## src/rtl/masked_gate_pkg.sv

```systemverilog
package masked_gate_pkg;
  typedef enum logic [1:0] {
    MODE_AND      = 2'd0,
    MODE_AND_XOR  = 2'd1,
    MODE_SELF_XOR = 2'd2,
    MODE_AND_ALT  = 2'd3
  } gate_mode_e;

  localparam int unsigned NUM_SHARES = 2;
endpackage

```

## src/rtl/share_shifter.sv

```systemverilog
module share_shifter #(
  parameter int unsigned WIDTH = 32,
  parameter int unsigned SHW   = $clog2(WIDTH)
) (
  input  logic [WIDTH-1:0] data_i,
  input  logic [SHW-1:0]   shamt_i,
  output logic [WIDTH-1:0] data_o
);
  logic [WIDTH-1:0] stage [SHW+1];

  assign stage[0] = data_i;

  // log2 barrel stages, zero fill
  for (genvar s = 0; s < SHW; s++) begin : g_stage
    assign stage[s+1] = shamt_i[s] ? (stage[s] << (2**s)) : stage[s];
  end

  assign data_o = stage[SHW];
endmodule

```

## src/rtl/remask_select.sv

```systemverilog
module remask_select
  import masked_gate_pkg::*;
#(
  parameter int unsigned WIDTH = 32
) (
  input  gate_mode_e       mode_i,
  input  logic [WIDTH-1:0] x0_i,
  input  logic             rnd_i,
  input  logic [WIDTH-1:0] u0_i,
  input  logic [WIDTH-1:0] u1_i,
  input  logic [WIDTH-1:0] y0_i,
  input  logic [WIDTH-1:0] y1_i,
  output logic [WIDTH-1:0] add0_o,
  output logic [WIDTH-1:0] add1_o
);
  logic [WIDTH-1:0] guard;

  // shifted x0 share with the fresh bit in the vacated msb
  assign guard = {rnd_i, x0_i[WIDTH-1:1]};

  always_comb begin
    unique case (mode_i)
      MODE_AND_XOR: begin
        add0_o = u0_i;
        add1_o = u1_i;
      end
      MODE_SELF_XOR: begin
        add0_o = y0_i;
        add1_o = y1_i;
      end
      default: begin
        add0_o = guard;
        add1_o = guard;
      end
    endcase
  end
endmodule

```

## src/rtl/share_combine.sv

```systemverilog
module share_combine #(
  parameter int unsigned WIDTH = 32
) (
  input  logic [WIDTH-1:0] x0_i,
  input  logic [WIDTH-1:0] x1_i,
  input  logic [WIDTH-1:0] ys0_i,
  input  logic [WIDTH-1:0] ys1_i,
  input  logic [WIDTH-1:0] add0_i,
  input  logic [WIDTH-1:0] add1_i,
  output logic [WIDTH-1:0] z0_o,
  output logic [WIDTH-1:0] z1_o
);
  logic [WIDTH-1:0] ys   [2];
  logic [WIDTH-1:0] add  [2];
  logic [WIDTH-1:0] zq   [2];

  assign ys[0]  = ys0_i;
  assign ys[1]  = ys1_i;
  assign add[0] = add0_i;
  assign add[1] = add1_i;

  for (genvar j = 0; j < 2; j++) begin : g_share
    logic [WIDTH-1:0] same_pp, cross_pp, masked_pp;
    assign same_pp   = x0_i & ys[j];
    assign cross_pp  = x1_i & ys[j];
    // remask before the cross term joins
    assign masked_pp = same_pp ^ add[j];
    assign zq[j]     = masked_pp ^ cross_pp;
  end

  assign z0_o = zq[0];
  assign z1_o = zq[1];
endmodule

```

## src/rtl/share_reg.sv

```systemverilog
module share_reg #(
  parameter int unsigned WIDTH = 32
) (
  input  logic             clk_i,
  input  logic             rst_ni,
  input  logic             valid_i,
  input  logic [WIDTH-1:0] z0_i,
  input  logic [WIDTH-1:0] z1_i,
  output logic             valid_o,
  output logic [WIDTH-1:0] z0_o,
  output logic [WIDTH-1:0] z1_o
);
  always_ff @(posedge clk_i or negedge rst_ni) begin
    if (!rst_ni) begin
      valid_o <= 1'b0;
      z0_o    <= '0;
      z1_o    <= '0;
    end else begin
      valid_o <= valid_i;
      if (valid_i) begin
        z0_o <= z0_i;
        z1_o <= z1_i;
      end
    end
  end


  valid_delay_chk: assert property (@(posedge clk_i) disable iff (!rst_ni)
    valid_i |=> valid_o);

  valid_low_chk: assert property (@(posedge clk_i) disable iff (!rst_ni)
    !valid_i |=> !valid_o);

  hold_chk: assert property (@(posedge clk_i) disable iff (!rst_ni)
    !valid_i |=> ($stable(z0_o) && $stable(z1_o)));
endmodule

```

## src/rtl/masked_and_shift.sv

```systemverilog
module masked_and_shift
  import masked_gate_pkg::*;
#(
  parameter int unsigned WIDTH = 32,
  localparam int unsigned SHW  = $clog2(WIDTH)
) (
  input  logic             clk_i,
  input  logic             rst_ni,
  input  logic             valid_i,
  input  logic [1:0]       mode_i,
  input  logic [SHW-1:0]   shamt_i,
  input  logic [WIDTH-1:0] x0_i,
  input  logic [WIDTH-1:0] x1_i,
  input  logic [WIDTH-1:0] y0_i,
  input  logic [WIDTH-1:0] y1_i,
  input  logic [WIDTH-1:0] u0_i,
  input  logic [WIDTH-1:0] u1_i,
  input  logic             rnd_i,
  output logic             valid_o,
  output logic [WIDTH-1:0] z0_o,
  output logic [WIDTH-1:0] z1_o
);
  gate_mode_e       mode;
  logic [WIDTH-1:0] ys0, ys1, add0, add1, zc0, zc1;

  assign mode = gate_mode_e'(mode_i);

  share_shifter #(.WIDTH(WIDTH), .SHW(SHW)) u_shl0 (
    .data_i(y0_i), .shamt_i(shamt_i), .data_o(ys0)
  );
  share_shifter #(.WIDTH(WIDTH), .SHW(SHW)) u_shl1 (
    .data_i(y1_i), .shamt_i(shamt_i), .data_o(ys1)
  );

  remask_select #(.WIDTH(WIDTH)) u_sel (
    .mode_i(mode), .x0_i(x0_i), .rnd_i(rnd_i),
    .u0_i(u0_i), .u1_i(u1_i), .y0_i(y0_i), .y1_i(y1_i),
    .add0_o(add0), .add1_o(add1)
  );

  share_combine #(.WIDTH(WIDTH)) u_comb (
    .x0_i(x0_i), .x1_i(x1_i), .ys0_i(ys0), .ys1_i(ys1),
    .add0_i(add0), .add1_i(add1), .z0_o(zc0), .z1_o(zc1)
  );

  share_reg #(.WIDTH(WIDTH)) u_reg (
    .clk_i(clk_i), .rst_ni(rst_ni), .valid_i(valid_i),
    .z0_i(zc0), .z1_i(zc1),
    .valid_o(valid_o), .z0_o(z0_o), .z1_o(z1_o)
  );

  // unmasked reference terms, assertions only
  logic [WIDTH-1:0] plain_and;
  assign plain_and = (x0_i ^ x1_i) & ((y0_i ^ y1_i) << shamt_i);


  and_recomb_chk: assert property (@(posedge clk_i) disable iff (!rst_ni)
    (valid_i && (mode_i == 2'd0 || mode_i == 2'd3))
      |=> ((z0_o ^ z1_o) == $past(plain_and)));

  andxor_recomb_chk: assert property (@(posedge clk_i) disable iff (!rst_ni)
    (valid_i && mode_i == 2'd1)
      |=> ((z0_o ^ z1_o) == $past(plain_and ^ u0_i ^ u1_i)));

  selfxor_recomb_chk: assert property (@(posedge clk_i) disable iff (!rst_ni)
    (valid_i && mode_i == 2'd2)
      |=> ((z0_o ^ z1_o) == $past(plain_and ^ y0_i ^ y1_i)));
endmodule

```

## config.mk

```make
export PLATFORM = sky130hd
export DESIGN_NAME = masked_and_shift
export DESIGN_NICKNAME = d
export VERILOG_FILES = /design/src/rtl/masked_gate_pkg.sv /design/src/rtl/share_shifter.sv /design/src/rtl/remask_select.sv /design/src/rtl/share_combine.sv /design/src/rtl/share_reg.sv /design/src/rtl/masked_and_shift.sv
export SDC_FILE = /design/constraint.sdc
export NUM_CORES = 1
export LEC_CHECK = 0
export BUFFER_PORTS_ARGS = -buffer_cell sky130_fd_sc_hd__buf_2
export CORE_MARGIN = 1.5
export CORE_UTILIZATION = 45
export DETAILED_ROUTE_END_ITERATION = 10
export GPL_TIMING_DRIVEN = 0
export PLACE_DENSITY = 0.71
export SYNTH_ARGS = -nofsm -noshare
export SYNTH_HDL_FRONTEND = slang
export SYNTH_SLANG_ARGS = --single-unit
```

## constraint.sdc

```tcl
create_clock -name clk_i -period 0.8 [get_ports clk_i]
set_input_delay 0.16 -clock clk_i [delete_from_list [all_inputs] [get_ports clk_i]]
set_output_delay 0.16 -clock clk_i [all_outputs]
set_load 0.005 [all_outputs]
```

Word-level counts from Yosys, hierarchy flattened --
Index checks and enable logic that the tools add are counted.
Storage, ports and cells: register bits after elaboration 65, output and inout port bits 65, logic and storage cells 25
Operators by class: equal/unequal tests 2, mux-type cells 12, bitwise gates (word level) 8
Operators by type and width (count):
- $mux 32 | 10
- $and 32x32->32 | 4
- $pmux 32 s2 | 2
- $xor 32x32->32 | 4
- $eq 2x1->1 const B | 1
- $eq 2x2->1 const B | 1

Longest topological paths before layout --
Gate-level depths: netlist of the first run.
word-level depth 8, mapped depth 11, depth with buffers taken out 8

Cells and area by module --
From an unflattened synthesis of the first run, not the netlist that was laid out.
Second synthesis, totals: cell total of the unflattened synthesis 851, area total of the unflattened synthesis 8889.8 µm²
By module, submodules not included:
- share_shifter | times used 2, cells each 183, area each 1774.2 µm², sequential area each 0.0 µm²
- share_reg | times used 1, cells each 136, area each 2703.8 µm², sequential area each 1626.6 µm²
- remask_select | times used 1, cells each 189, area each 1556.5 µm², sequential area each 0.0 µm²
- share_combine | times used 1, cells each 160, area each 1081.0 µm², sequential area each 0.0 µm²

Worst setup path after synthesis of the first run --
OpenSTA, ideal clock, no wires.
path kind in2reg, start point input shamt_i[1], end point register u_reg.z1_o[24], arrival time 1.804 ns, required time 0.675 ns, slack -1.129 ns, cell stages on the path 8, buffers on the path 2, cell sequence buf_6 -> buf_12 -> mux4_2 -> mux2_2 -> mux2i_1 -> o22ai_1 -> xor2_1 -> mux2_4
On the way: word-level cells in the longest chain between the ends 7
Ends and longest elaborated chain:
- from (decl) | line masked_and_shift.sv:11 | input logic [SHW-1:0] shamt_i,
- $mux 32 * (4 in series) | line share_shifter.sv:15 | assign stage[s+1] = shamt_i[s] ? (stage[s] << (2**s)) : stage[s];
- $and 32x32->32 | line share_combine.sv:24 | assign same_pp = x0_i & ys[j];
- $xor 32x32->32 | line share_combine.sv:27 | assign masked_pp = same_pp ^ add[j];
- $xor 32x32->32 * | line share_combine.sv:28 | assign zq[j] = masked_pp ^ cross_pp;
- to (signal assigned) | line share_reg.sv:22 | z1_o <= z1_i;
- to (decl) | line share_reg.sv:11 | output logic [WIDTH-1:0] z1_o
Mark *: on every way between the ends. The rest lies on a longest branch, timed or not. A chain may end at the register's enable or synchronous reset.

Worst setup path in the final report of the first run --
start point input shamt_i[1], end point register u_reg.z0_o[22]
On the way: word-level cells in the longest chain between the ends 7
Ends and longest elaborated chain:
- $mux 32 * (4 in series) | line share_shifter.sv:15
- $and 32x32->32 | line share_combine.sv:24
- $xor 32x32->32 | line share_combine.sv:27
- $xor 32x32->32 * | line share_combine.sv:28
- to (signal assigned) | line share_reg.sv:21 | z0_o <= z0_i;
- to (decl) | line share_reg.sv:10 | output logic [WIDTH-1:0] z0_o,
Marks and branches as above.

==> flow_summary_export.csv, run 1 <==
group,metric,value,unit
yosys,postSynth.topFlopCell,"sky130_fd_sc_hd__dfrtp_1",
die,rows,52,
yosys,synthesis.nets,1235,
cts,cts_htree_levels,3,
cts,clk_latency,340,ps
yosys,synth.yosys.seq_area_share,17.6,%
critical_path,worst_setup_path_end_kind,"flop",
sta,final.period_utilization,249,%
die,core_area,0.0202,mm^2
critical_path,cp_common_cell,"sky130_fd_sc_hd__buf_12",
layout,finalNetCount,1644,
power_and_ir_drop,totalPowerFinal,0.0206,W
placed_design,preCtsSetupSlack,-2080,ps
critical_path,path_max_fanout,7,
yosys,unique_masters_post_synth,81,
run_status,run_status,"finished, violations left",
sta,final.min_clock_period,1990,ps
die,start_util,45.8,%
layout,num_antenna_cells,0,
yosys,synth_top_area_share,17.6,%
critical_path,worstPathArrival,2190,ps
yosys,synth_xor_area_share,7.86,%
yosys,post_synth_mux_area_share,29.4,%
drt,post-route-drc-count,0,
critical_path,critPathRequiredTime,1000,ps
critical_path,worstSetupPathType,"in -> reg",
critical_path,cp_slowest_stage_delay,670,ps
yosys,synth-async-reset-ratio,100,%
sta,timing.final.max_slew_violations,0,
power_and_ir_drop,vdd.ir_drop.worst,0.00111,V
sta,grt_setup_unrepaired,"yes",
run,max_cap_viol_count,0,
critical_path,reg2regPathDepth,4,
critical_path,ordered_cell_list_for_the_critical_path,"buf_16 > buf_12 > buf_12 > buf_12 > mux2i_4 > mux2i_2 > o211ai_1 > a21oi_2 > xnor2_1 > a21oi_1",
placed_design,numPortBuffers,261,
drt,first_pass_iters,5,
cts,max-clock-path-buffers,2,
yosys,synth_top_family_by_area,"multiplexers",
global_routing,antenna_found_initial,1,
global_routing,vias_in_the_first_global_route,11500,
yosys,post_synth_main_area_contributors,"sky130_fd_sc_hd__dfrtp_1 (18%), sky130_fd_sc_hd__mux4_2 (17%), sky130_fd_sc_hd__mux2i_1 (7.1%), sky130_fd_sc_hd__a221oi_1 (6.0%), sky130_fd_sc_hd__nor2_1 (5.8%)",
yosys,synth_top_cell_by_area,"sky130_fd_sc_hd__dfrtp_1",
die,die_w,146,um
sta,timing.final.setup_violations,129,
cts,number_of_buffers_inserted_during_clock_tree_synthesis,9,
sta,finalClockSkew,0,ps
drt,drt-total-wl,56.9,mm
yosys,synth-simple-area-share,17.1,%
yosys,yosys_warnings,0,
hold_path,hold_path_class,"in -> async",
yosys,list_of_most_frequent_post_synthesis_cells,"sky130_fd_sc_hd__nor2_1 (142), sky130_fd_sc_hd__a21oi_1 (74), sky130_fd_sc_hd__mux4_2 (71), sky130_fd_sc_hd__nand2_1 (71), sky130_fd_sc_hd__mux2i_1 (66)",
cts,clock-sinks,65,
placed_design,globalplace.congestion,1.10,
yosys,synth-edff-count,0,
yosys,synthesis.area,0.00925,mm^2
sta,worst_slew_margin_rel,41.1,%
global_routing,grt_util_all_layers,51.3,%
global_routing,pin_count_of_the_biggest_net_entering_global_routing,66,
die,chipHeight,146,um
yosys,synth_most_common_cell,"sky130_fd_sc_hd__nor2_1",
critical_path,worst_path_max_delay_cell,"sky130_fd_sc_hd__o211ai_1",
yosys,synth_compound_area_share,20.4,%
sta,final_critical_path_setup_slack,-1190,ps
cts,tritoncts,"done",
global_routing,global_route_wire_length_before_repair,78.4,mm
power_and_ir_drop,powerDensity,1390,mW/mm^2
run_status,failed_checks,"hold timing, setup timing",
critical_path,startpoint_type,"primary input",
drt,detail-route-antenna-nets,0,
yosys,yosys_register_bits,65,
drt,initialDrtViolationCount,1832,
placed_design,detailedPlacementHpwl,41.1,mm
yosys,cell_count_after_synthesis,1030,
die,die-area,0.0214,mm^2
yosys,syn-mean-instance-area,8.98,um^2
sta,hold_ws,-63.5,ps
yosys,synth-adder-area-share,0.271,%
sta,report.final.hold_viol_count,65,
die,pin_count,268,
sta,pin_slew_with_the_least_headroom_to_its_limit,884,ps
drt,routedWlPerCell,33.2,um
sta,achievable-frequency,503,MHz
drt,route.vias.total,12300,
layout,layout-area-overhead-vs-synth,59.6,%
cts,clock_tree.root_cell,"sky130_fd_sc_hd__clkbuf_16",
power_and_ir_drop,static-leakage-power,6.05,nW
cts,path_clk_slew,60,ps
layout,share_of_final_layout_standard_cells_stronger_than_drive_strength_1,56.4,%
global_routing,grt-ovfl-total,0,
drt,route.detailed.vias_per_inst,7.15,
-- sequential cells by signal, summed over array words and instances, names as in the netlist --
name           count
u_reg.z0_o        32
u_reg.z1_o        32
u_reg.valid_o      1
-- metal layers --
layer  GRT usage (%)  share of wire (%)  vias to the layer above  wire [um]
met2            74.9                 41                     1373      23300
met5               0              0.023                        -         13
li1                -                  -                     4765          -
met4            34.1                9.3                        2       5270
met3            19.1                 16                      393       8970
met1            63.5                 34                     5730      19300
-- stage by stage --
| stage | std cells | area (um^2) | setup TNS (ps) | utilization, % |
|---|---|---|---|---|
| after floorplan | 1030 | 9700 | -56450 | - |
| after global placement | 1561 | 11300 | -144360 | 56.2 |
| after detailed placement | 1561 | 11300 | -101220 | 56.2 |
| after CTS | 1653 | 13700 | -67910 | 68.2 |
| after global routing | 1714 | 14800 | -75740 | 73.1 |
| final | 1714 | 14800 | -74070 | 73.1 |
-- layout by cell type, fill, tap and decap left out, types with 8 or more instances in the layout --
master,count
sky130_fd_sc_hd__buf_2,261
sky130_fd_sc_hd__nor2_1,124
sky130_fd_sc_hd__buf_4,92
sky130_fd_sc_hd__mux4_2,74
sky130_fd_sc_hd__dfrtp_1,65
sky130_fd_sc_hd__nand2_1,61
sky130_fd_sc_hd__a21oi_1,60
sky130_fd_sc_hd__buf_6,54
sky130_fd_sc_hd__a221oi_1,48
sky130_fd_sc_hd__xor2_1,43
sky130_fd_sc_hd__mux2i_1,42
sky130_fd_sc_hd__nor2b_1,32
sky130_fd_sc_hd__xnor2_1,30
sky130_fd_sc_hd__buf_12,26
sky130_fd_sc_hd__mux2i_4,22
sky130_fd_sc_hd__mux2_4,21
sky130_fd_sc_hd__clkbuf_16,15
sky130_fd_sc_hd__nor2_2,14
sky130_fd_sc_hd__nand3_1,13
sky130_fd_sc_hd__a221oi_2,12
sky130_fd_sc_hd__inv_1,11
sky130_fd_sc_hd__clkbuf_2,11
sky130_fd_sc_hd__clkbuf_1,10
sky130_fd_sc_hd__a21oi_2,10
sky130_fd_sc_hd__clkbuf_8,9
sky130_fd_sc_hd__mux2_2,9
sky130_fd_sc_hd__o22ai_2,9
sky130_fd_sc_hd__clkbuf_4,8
sky130_fd_sc_hd__nor3_4,8
sky130_fd_sc_hd__o211ai_1,8
sky130_fd_sc_hd__nand2_2,8
-- layout make-up --
cell class | instances | area, um^2
multi-input cells | 855 | 8500
fillers | 1477 | 5420
repair buffers | 398 | 2720
flip-flops and latches | 65 | 1630
plain buffers | 96 | 1190
well taps | 270 | 338
clock buffers | 10 | 229
clock inverters | 6 | 92.6
inverters | 14 | 61.3
-- path summary, 6_finish.rpt --
kind	startpoint	endpoint	slack, ps
min in group clk_i	x1_i[23]	u_reg.z0_o[23]$_DFFE_PN0P_	250
max reg2reg	u_reg.z0_o[29]$_DFFE_PN0P_	u_reg.z0_o[29]$_DFFE_PN0P_	-150
max in group asynchronous	rst_ni	u_reg.z0_o[7]$_DFFE_PN0P_	280
min	rst_ni	u_reg.z0_o[30]$_DFFE_PN0P_	-60
min reg2reg	u_reg.z1_o[21]$_DFFE_PN0P_	u_reg.z1_o[21]$_DFFE_PN0P_	520
max	shamt_i[1]	u_reg.z0_o[22]$_DFFE_PN0P_	-1190
-- timing repair --
item                                   CTS  global route
setup buffers                           70            64
cloned                                   5             2
pin swaps                               77            97
endpoints found under the hold margin   66             0
resized for setup                      283            99
setup endpoints to repair              129           129
hold buffers                             1             0
-- logic make-up (layout without fill, tap and decap cells) --
kind of cell | Yosys count | after routing
AND/OR/NAND/NOR | 338 | 338
AO/OA/AOI/OAI | 260 | 260
multiplexers | 172 | 172
buffers and inverters | 110 | 524
XOR/XNOR | 83 | 83
flip-flops | 65 | 65
adder cells (fa/ha/maj) | 2 | 2
-- power by group --
| part | leakage, nW | switching [W] | total [W] | internal [W] |
|---|---|---|---|---|
| Sequential | 0.740 | 0.000347 | 0.00425 | 0.00390 |
| Combinational | 5.16 | 0.00643 | 0.0119 | 0.00543 |
| Clock | 0.149 | 0.00171 | 0.00446 | 0.00274 |
| Total | 6.05 | 0.00849 | 0.0206 | 0.0121 |
-- critical path, delay by kind of cell --
kind,cells,cell delay [ps]
mux,2,360
compound gates,3,880
buf+inv,4,560
xor+xnor,1,200
(Power assumes the default switching activity.)
==> run 2, diff against run 1 <==
--- a/config.mk
+++ b/config.mk
@@ -6,11 +6,14 @@
 export NUM_CORES = 1
 export LEC_CHECK = 0
 export BUFFER_PORTS_ARGS = -buffer_cell sky130_fd_sc_hd__buf_2
+export CELL_PAD_IN_SITES_DETAIL_PLACEMENT = 0
+export CELL_PAD_IN_SITES_GLOBAL_PLACEMENT = 2
 export CORE_MARGIN = 1.5
-export CORE_UTILIZATION = 45
+export CORE_UTILIZATION = 29
 export DETAILED_ROUTE_END_ITERATION = 10
 export GPL_TIMING_DRIVEN = 0
-export PLACE_DENSITY = 0.71
+export PLACE_DENSITY = 0.77
+export REMOVE_ABC_BUFFERS = 1
 export SYNTH_ARGS = -nofsm -noshare
 export SYNTH_HDL_FRONTEND = slang
 export SYNTH_SLANG_ARGS = --single-unit
==> run 2 against run 1 <==
Net effect: utilization shrank 27 points; the flow still finishes with violations (hold timing, setup timing); combinational power shrank 4%; register-to-register slack is essentially flat; maximum frequency grew 9.0%; clock skew is the same; cell area shrank 1.2%; setup slack gained 160 ps; largest cell class unchanged.
==> flow_summary_export.csv, run 2 (synthesis results as in run 1) <==
group,metric,value,unit
critical_path,cp_slowest_stage_delay,550,ps
cts,path_clk_slew,70,ps
power_and_ir_drop,totalPowerFinal,0.0201,W
critical_path,worst_path_max_delay_cell,"sky130_fd_sc_hd__mux4_2",
placed_design,detailedPlacementHpwl,30.9,mm
die,core_area,0.0315,mm^2
cts,clk_latency,360,ps
placed_design,numPortBuffers,267,
layout,layout.cells.most_common_list,"sky130_fd_sc_hd__buf_2 (257), sky130_fd_sc_hd__nor2_1 (128), sky130_fd_sc_hd__buf_4 (78)",
die,die-area,0.0330,mm^2
cts,clock-sinks,65,
critical_path,critPathRequiredTime,1040,ps
layout,final-seq-area,0.00163,mm^2
layout,fillers,2952,
critical_path,worstPathArrival,2070,ps
layout,layout-area-overhead-vs-synth,57.6,%
global_routing,pin_count_of_the_biggest_net_entering_global_routing,74,
global_routing,grt_util_met1,40.2,%
drt,post-route-drc-count,0,
sta,finalClockSkew,0,ps
sta,timing.final.max_slew_violations,0,
drt,route.vias.total,11400,
hold_path,hold_path_class,"in -> async",
layout,mostFrequentLayoutCell,"sky130_fd_sc_hd__buf_2",
layout,share_of_final_layout_standard_cells_stronger_than_drive_strength_1,53.5,%
critical_path,startpoint_type,"primary input",
drt,drt-total-wl,55.4,mm
power_and_ir_drop,static-leakage-power,5.91,nW
run_status,run_status,"finished, violations left",
drt,initialDrtViolationCount,1687,
global_routing,grt_util_all_layers,31.3,%
drt,first_pass_iters,6,
sta,achievable-frequency,548,MHz
power_and_ir_drop,vdd.ir_drop.worst,0.00118,V
cts,max-clock-path-buffers,2,
layout,biggestRegsByFlops,"u_reg.z0_o (32), u_reg.z1_o (32), u_reg.valid_o (1)",
global_routing,gr-max-usage-layer,"met2",
run_status,failed_checks,"hold timing, setup timing",
die,chipHeight,182,um
sta,worst_slew_margin_rel,42.8,%
critical_path,ordered_cell_list_for_the_critical_path,"buf_16 > buf_8 > buf_16 > mux4_2 > buf_6 > a211oi_4 > nor4_4 > o21a_1 > o31ai_1",
sta,timing.final.setup_violations,129,
drt,route.detailed.vias_per_inst,6.39,
die,rows,65,
critical_path,cp_common_cell,"sky130_fd_sc_hd__buf_16",
sta,hold_ws,-258,ps
global_routing,global_route_wire_length_before_repair,74.8,mm
sta,final.period_utilization,228,%
global_routing,antenna_found_initial,1,
global_routing,grt-ovfl-total,0,
global_routing,globalRouteMet2Util,46.9,%
sta,report.final.hold_viol_count,26,
critical_path,path_max_fanout,5,
cts,clock_tree.root_cell,"sky130_fd_sc_hd__clkbuf_16",
die,start_util,29.4,%
critical_path,worst_setup_path_end_kind,"flop",
power_and_ir_drop,powerDensity,1380,mW/mm^2
layout,multi_input_comb_area,0.00826,mm^2
cts,number_of_buffers_inserted_during_clock_tree_synthesis,9,
placed_design,globalplace.congestion,0.901,
sta,final_critical_path_setup_slack,-1020,ps
sta,setup_total_negative_slack,-65070,ps
drt,routedWlPerCell,31.0,um
die,pin_count,268,
run,max_cap_viol_count,0,
layout,finalNetCount,1581,
drt,detail-route-antenna-nets,0,
die,die_w,182,um
global_routing,vias_in_the_first_global_route,10700,
sta,pin_slew_with_the_least_headroom_to_its_limit,852,ps
sta,final.min_clock_period,1820,ps
sta,grt_setup_unrepaired,"yes",
critical_path,worstSetupPathType,"in -> reg",
cts,tritoncts,"done",
cts,cts_htree_levels,3,
global_routing,global_route.usage.met3,9.55,%
layout,finalCoreUtilization,46.3,%
==> run 2: cell count changes in the layout (fill, tap and decap cells not counted), sizes merged, moves of 2 or more <==
| cell | change |
|---|---|
| clkbuf | -37 |
| buf | -28 |
| clkinvlp | +3 |
| dlygate4sd3 | -2 |
| bufbuf | +4 |
==> run 2: worst max-delay path, delay by kind of cell <==
| family | cells | cell delay, ps |
|---|---|---|
| mux | 1 | 550 |
| buf+inv | 4 | 520 |
| simple gates | 1 | 90 |
| compound gates | 3 | 730 |
==> run 2: final cells by class <==
type                            count  share of cell area (%)
Multi-Input combinational cell    855                    56.7
Timing Repair Buffer              430                    26.0
Sequential cell                    65                    11.2
Tap cell                          402                    3.45
Clock buffer                       10                    1.64
Inverter                           14                   0.498
Clock inverter                      6                   0.455
Timing Repair inverter              1                  0.0515
Antenna cell                        1                  0.0172
==> run 2: metrics by stage <==
| step | worst slack [ps] | cell area, um^2 | hold WS (ps) | instances |
|---|---|---|---|---|
| 2_1_floorplan | -2040 | 8620 | -136 | 934 |
| 3_3_place_gp | -3820 | 10500 | 462 | 1603 |
| 3_5_place_dp | -2550 | 10700 | 140 | 1609 |
| 4_1_cts | -973 | 13700 | -236 | 1734 |
| 5_1_grt | -1150 | 14600 | -216 | 1783 |
| 6_report | -1020 | 14600 | -258 | 1784 |
==> run 2: layer usage <==
metal / wire length (um) / vias to the layer above
met5: 13 / -
met4: 3620 / 2
met3: 7330 / 246
met2: 23600 / 1014
met1: 20800 / 5483
li1: - / 4650
==> run 2: path summary, 6_finish.rpt <==
check	depth (start not counted)	slack, ps	startpoint	endpoint
hold reg to reg	2	520	u_reg.z0_o[20]$_DFFE_PN0P_	u_reg.z0_o[20]$_DFFE_PN0P_
max in group asynchronous	2	490	rst_ni	u_reg.z0_o[10]$_DFFE_PN0P_
hold / removal	1	-260	rst_ni	u_reg.z1_o[15]$_DFFE_PN0P_
min in group clk_i	4	210	x1_i[23]	u_reg.z0_o[23]$_DFFE_PN0P_
setup / recovery	9	-1020	shamt_i[1]	u_reg.z0_o[26]$_DFFE_PN0P_
setup reg to reg	2	-150	u_reg.z1_o[25]$_DFFE_PN0P_	u_reg.z1_o[25]$_DFFE_PN0P_
==> run 2: power breakdown <==
part,switching (W),internal [W]
clock network,0.00188,0.00251
registers,0.000360,0.00390
logic,0.00603,0.00542
==> run 2: what timing repair did <==
item,4_1_cts,5_1_grt
endpoints found under the hold margin,26,26
endpoints found under the setup margin,130,129
setup buffers,79,51
gates resized for setup,264,111
gates cloned,30,6
pin swaps,75,89
==> run 3, diff against run 2 <==
--- a/config.mk
+++ b/config.mk
@@ -11,9 +11,11 @@
 export CORE_MARGIN = 1.5
 export CORE_UTILIZATION = 29
 export DETAILED_ROUTE_END_ITERATION = 10
+export GPL_ROUTABILITY_DRIVEN = 0
 export GPL_TIMING_DRIVEN = 0
 export PLACE_DENSITY = 0.77
 export REMOVE_ABC_BUFFERS = 1
+export SETUP_SLACK_MARGIN = 0.4
 export SYNTH_ARGS = -nofsm -noshare
 export SYNTH_HDL_FRONTEND = slang
 export SYNTH_SLANG_ARGS = --single-unit
==> run 3 against run 2 <==
Net effect: the flow still finishes with violations (hold timing, setup timing); non-clock buffer count is 2 higher; register-to-register slack worse by 60 ps; cell count is 0.11% higher; sequential power hardly changed; cell area is 0.14% lower; clock power hardly changed; via count is 0.21% lower; combinational power hardly changed; flip-flop and latch count stayed put; routed wire length is 1.0% lower; utilization is 0.064 points lower; critical endpoint is now u_reg.z0_o[25]$_DFFE_PN0P_.
==> flow_summary_export.csv, run 3 (synthesis results as in run 1) <==
group,metric,value,unit
layout,layout.cells.most_common_list,"sky130_fd_sc_hd__buf_2 (258), sky130_fd_sc_hd__nor2_1 (127), sky130_fd_sc_hd__buf_4 (77)",
sta,report.final.hold_viol_count,43,
sta,final.period_utilization,234,%
critical_path,cp_slowest_stage_delay,500,ps
drt,drt-total-wl,54.8,mm
sta,timing.final.setup_violations,129,
power_and_ir_drop,static-leakage-power,5.92,nW
drt,detail-route-antenna-nets,0,
critical_path,worstPathArrival,2120,ps
sta,finalClockSkew,0,ps
critical_path,reg2regPathDepth,3,
sta,grt_setup_unrepaired,"yes",
cts,tritoncts,"done",
critical_path,cp_capture_point,"u_reg.z0_o[25]$_DFFE_PN0P_",
placed_design,numPortBuffers,267,
critical_path,reg2reg_setup_slack,-210,ps
hold_path,hold_path_class,"in -> async",
run,max_cap_viol_count,0,
cts,clk_latency,360,ps
layout,finalCoreUtilization,46.2,%
run_status,failed_checks,"hold timing, setup timing",
layout,finalNetCount,1583,
power_and_ir_drop,vdd.ir_drop.worst,0.00116,V
critical_path,ordered_cell_list_for_the_critical_path,"buf_16 > buf_16 > mux4_2 > mux2_4 > mux2i_4 > o22ai_2 > xor2_1 > mux2_4",
drt,initialDrtViolationCount,1438,
global_routing,vias_in_the_first_global_route,10900,
sta,final.min_clock_period,1870,ps
layout,fillers,2964,
global_routing,global_route_wire_length_before_repair,76.1,mm
critical_path,critical_path.reg2reg.startpoint,"u_reg.z1_o[18]$_DFFE_PN0P_",
cts,clock_tree.root_cell,"sky130_fd_sc_hd__clkbuf_16",
critical_path,worst-path-stages,8,
critical_path,startpoint_type,"primary input",
critical_path,critPathRequiredTime,1040,ps
die,die_w,182,um
critical_path,worst_path_max_delay_cell,"sky130_fd_sc_hd__mux4_2",
layout,biggestRegsByFlops,"u_reg.z0_o (32), u_reg.z1_o (32), u_reg.valid_o (1)",
sta,final_critical_path_setup_slack,-1070,ps
drt,route.detailed.vias_per_inst,6.37,
placed_design,detailedPlacementHpwl,30.9,mm
die,pin_count,268,
global_routing,grt-ovfl-total,0,
placed_design,placed_cells_incl_taps,1609,
critical_path,path_max_fanout,5,
cts,cts_htree_levels,3,
sta,pin_slew_with_the_least_headroom_to_its_limit,852,ps
drt,first_pass_iters,8,
cts,max-clock-path-buffers,2,
critical_path,path_buf_inv,2,
power_and_ir_drop,powerDensity,1370,mW/mm^2
cts,path_clk_slew,70,ps
layout,share_of_final_layout_standard_cells_stronger_than_drive_strength_1,52.8,%
critical_path,cp_top_family,"multiplexers",
drt,routedWlPerCell,30.7,um
cts,clock-sinks,65,
drt,route.vias.total,11400,
layout,layout-area-overhead-vs-synth,57.4,%
sta,timing.final.max_slew_violations,0,
run_status,run_status,"finished, violations left",
critical_path,worst_setup_path_end_kind,"flop",
cts,number_of_buffers_inserted_during_clock_tree_synthesis,9,
die,chipHeight,182,um
critical_path,worstSetupStartpoint,"shamt_i[1]",
critical_path,rr_endpoint,"u_reg.z1_o[18]$_DFFE_PN0P_",
sta,hold_ws,-321,ps
global_routing,pin_count_of_the_biggest_net_entering_global_routing,74,
layout,finalInstanceArea,0.0146,mm^2
layout,mostFrequentLayoutCell,"sky130_fd_sc_hd__buf_2",
layout,finalNonFillerCells,1786,
die,die-area,0.0330,mm^2
die,start_util,29.4,%
global_routing,grt_util_all_layers,32.0,%
sta,worst_slew_margin_rel,42.8,%
global_routing,antenna_found_initial,0,
die,core_area,0.0315,mm^2
sta,achievable-frequency,534,MHz
die,rows,65,
placed_design,post_dp_cell_area,0.0107,mm^2
drt,post-route-drc-count,0,
critical_path,worstSetupPathType,"in -> reg",
run 3: cell count changes in the layout (fill, tap and decap cells not counted), sizes merged:
cell    delta
buf        +1
bufbuf     +5
clkbuf     -4
run 3: worst min-delay path by stage:
stage                                     startpoint                         end  slack (ps)  cells past startpoint
after floorplan                               rst_ni     u_reg.valid_o$_DFF_PN0_        -140                      0
after global placement    u_reg.z0_o[26]$_DFFE_PN0P_  u_reg.z0_o[26]$_DFFE_PN0P_         460                      2
after detailed placement                      rst_ni  u_reg.z0_o[18]$_DFFE_PN0P_         140                      1
after CTS                                     rst_ni  u_reg.z1_o[15]$_DFFE_PN0P_        -240                      1
after global routing                          rst_ni  u_reg.z0_o[18]$_DFFE_PN0P_        -300                      1
final                                         rst_ni  u_reg.z1_o[15]$_DFFE_PN0P_        -320                      1
run 3: report_power, final:
part           switching (W)  internal [W]  total, W  leakage (nW)
logic                0.00591       0.00543    0.0113          5.04
clock network        0.00189       0.00251   0.00440         0.141
registers           0.000357       0.00390   0.00426         0.740
run 3: area by class of cell:
class	count	area (um^2)	share of cell area, %
multi-input combinational	855	8140	55.9
clock buffer	10	239	1.64
timing repair inverter	1	7.51	0.0516
clock inverter	6	66.3	0.456
tap	402	503	3.46
timing repair buffer	432	3890	26.8
inverter	14	70.1	0.482
antenna	1	2.50	0.0172
sequential	65	1630	11.2
run 3: through the flow:
| stage | setup TNS (ps) | worst slack (ps) | total power, W | hold slack, ps |
|---|---|---|---|---|
| 2_1_floorplan | -101460 | -2040 | 0.00818 | -136 |
| 3_3_place_gp | -279910 | -3820 | 0.0117 | 462 |
| 3_5_place_dp | -130250 | -2550 | 0.0118 | 140 |
| 4_1_cts | -64630 | -966 | 0.0189 | -236 |
| 5_1_grt | -71170 | -1080 | 0.0207 | -297 |
| 6_report | -68050 | -1070 | 0.0200 | -321 |
run 3: what timing repair did:
item,CTS,global route
cloned,32,2
pin swaps,76,91
setup endpoints to repair,130,164
setup buffers,79,47
resized for setup,260,82
hold endpoints to repair,26,26
run 3: metal layers:
layer | vias up | global-route usage, % | share of wire, %
met3 | 246 | 9.99 | 13
met1 | 5530 | 41.1 | 39
met5 | - | 0 | 0
met2 | 953 | 47.8 | 43
met4 | 0 | 17.1 | 6.1
li1 | 4642 | - | -
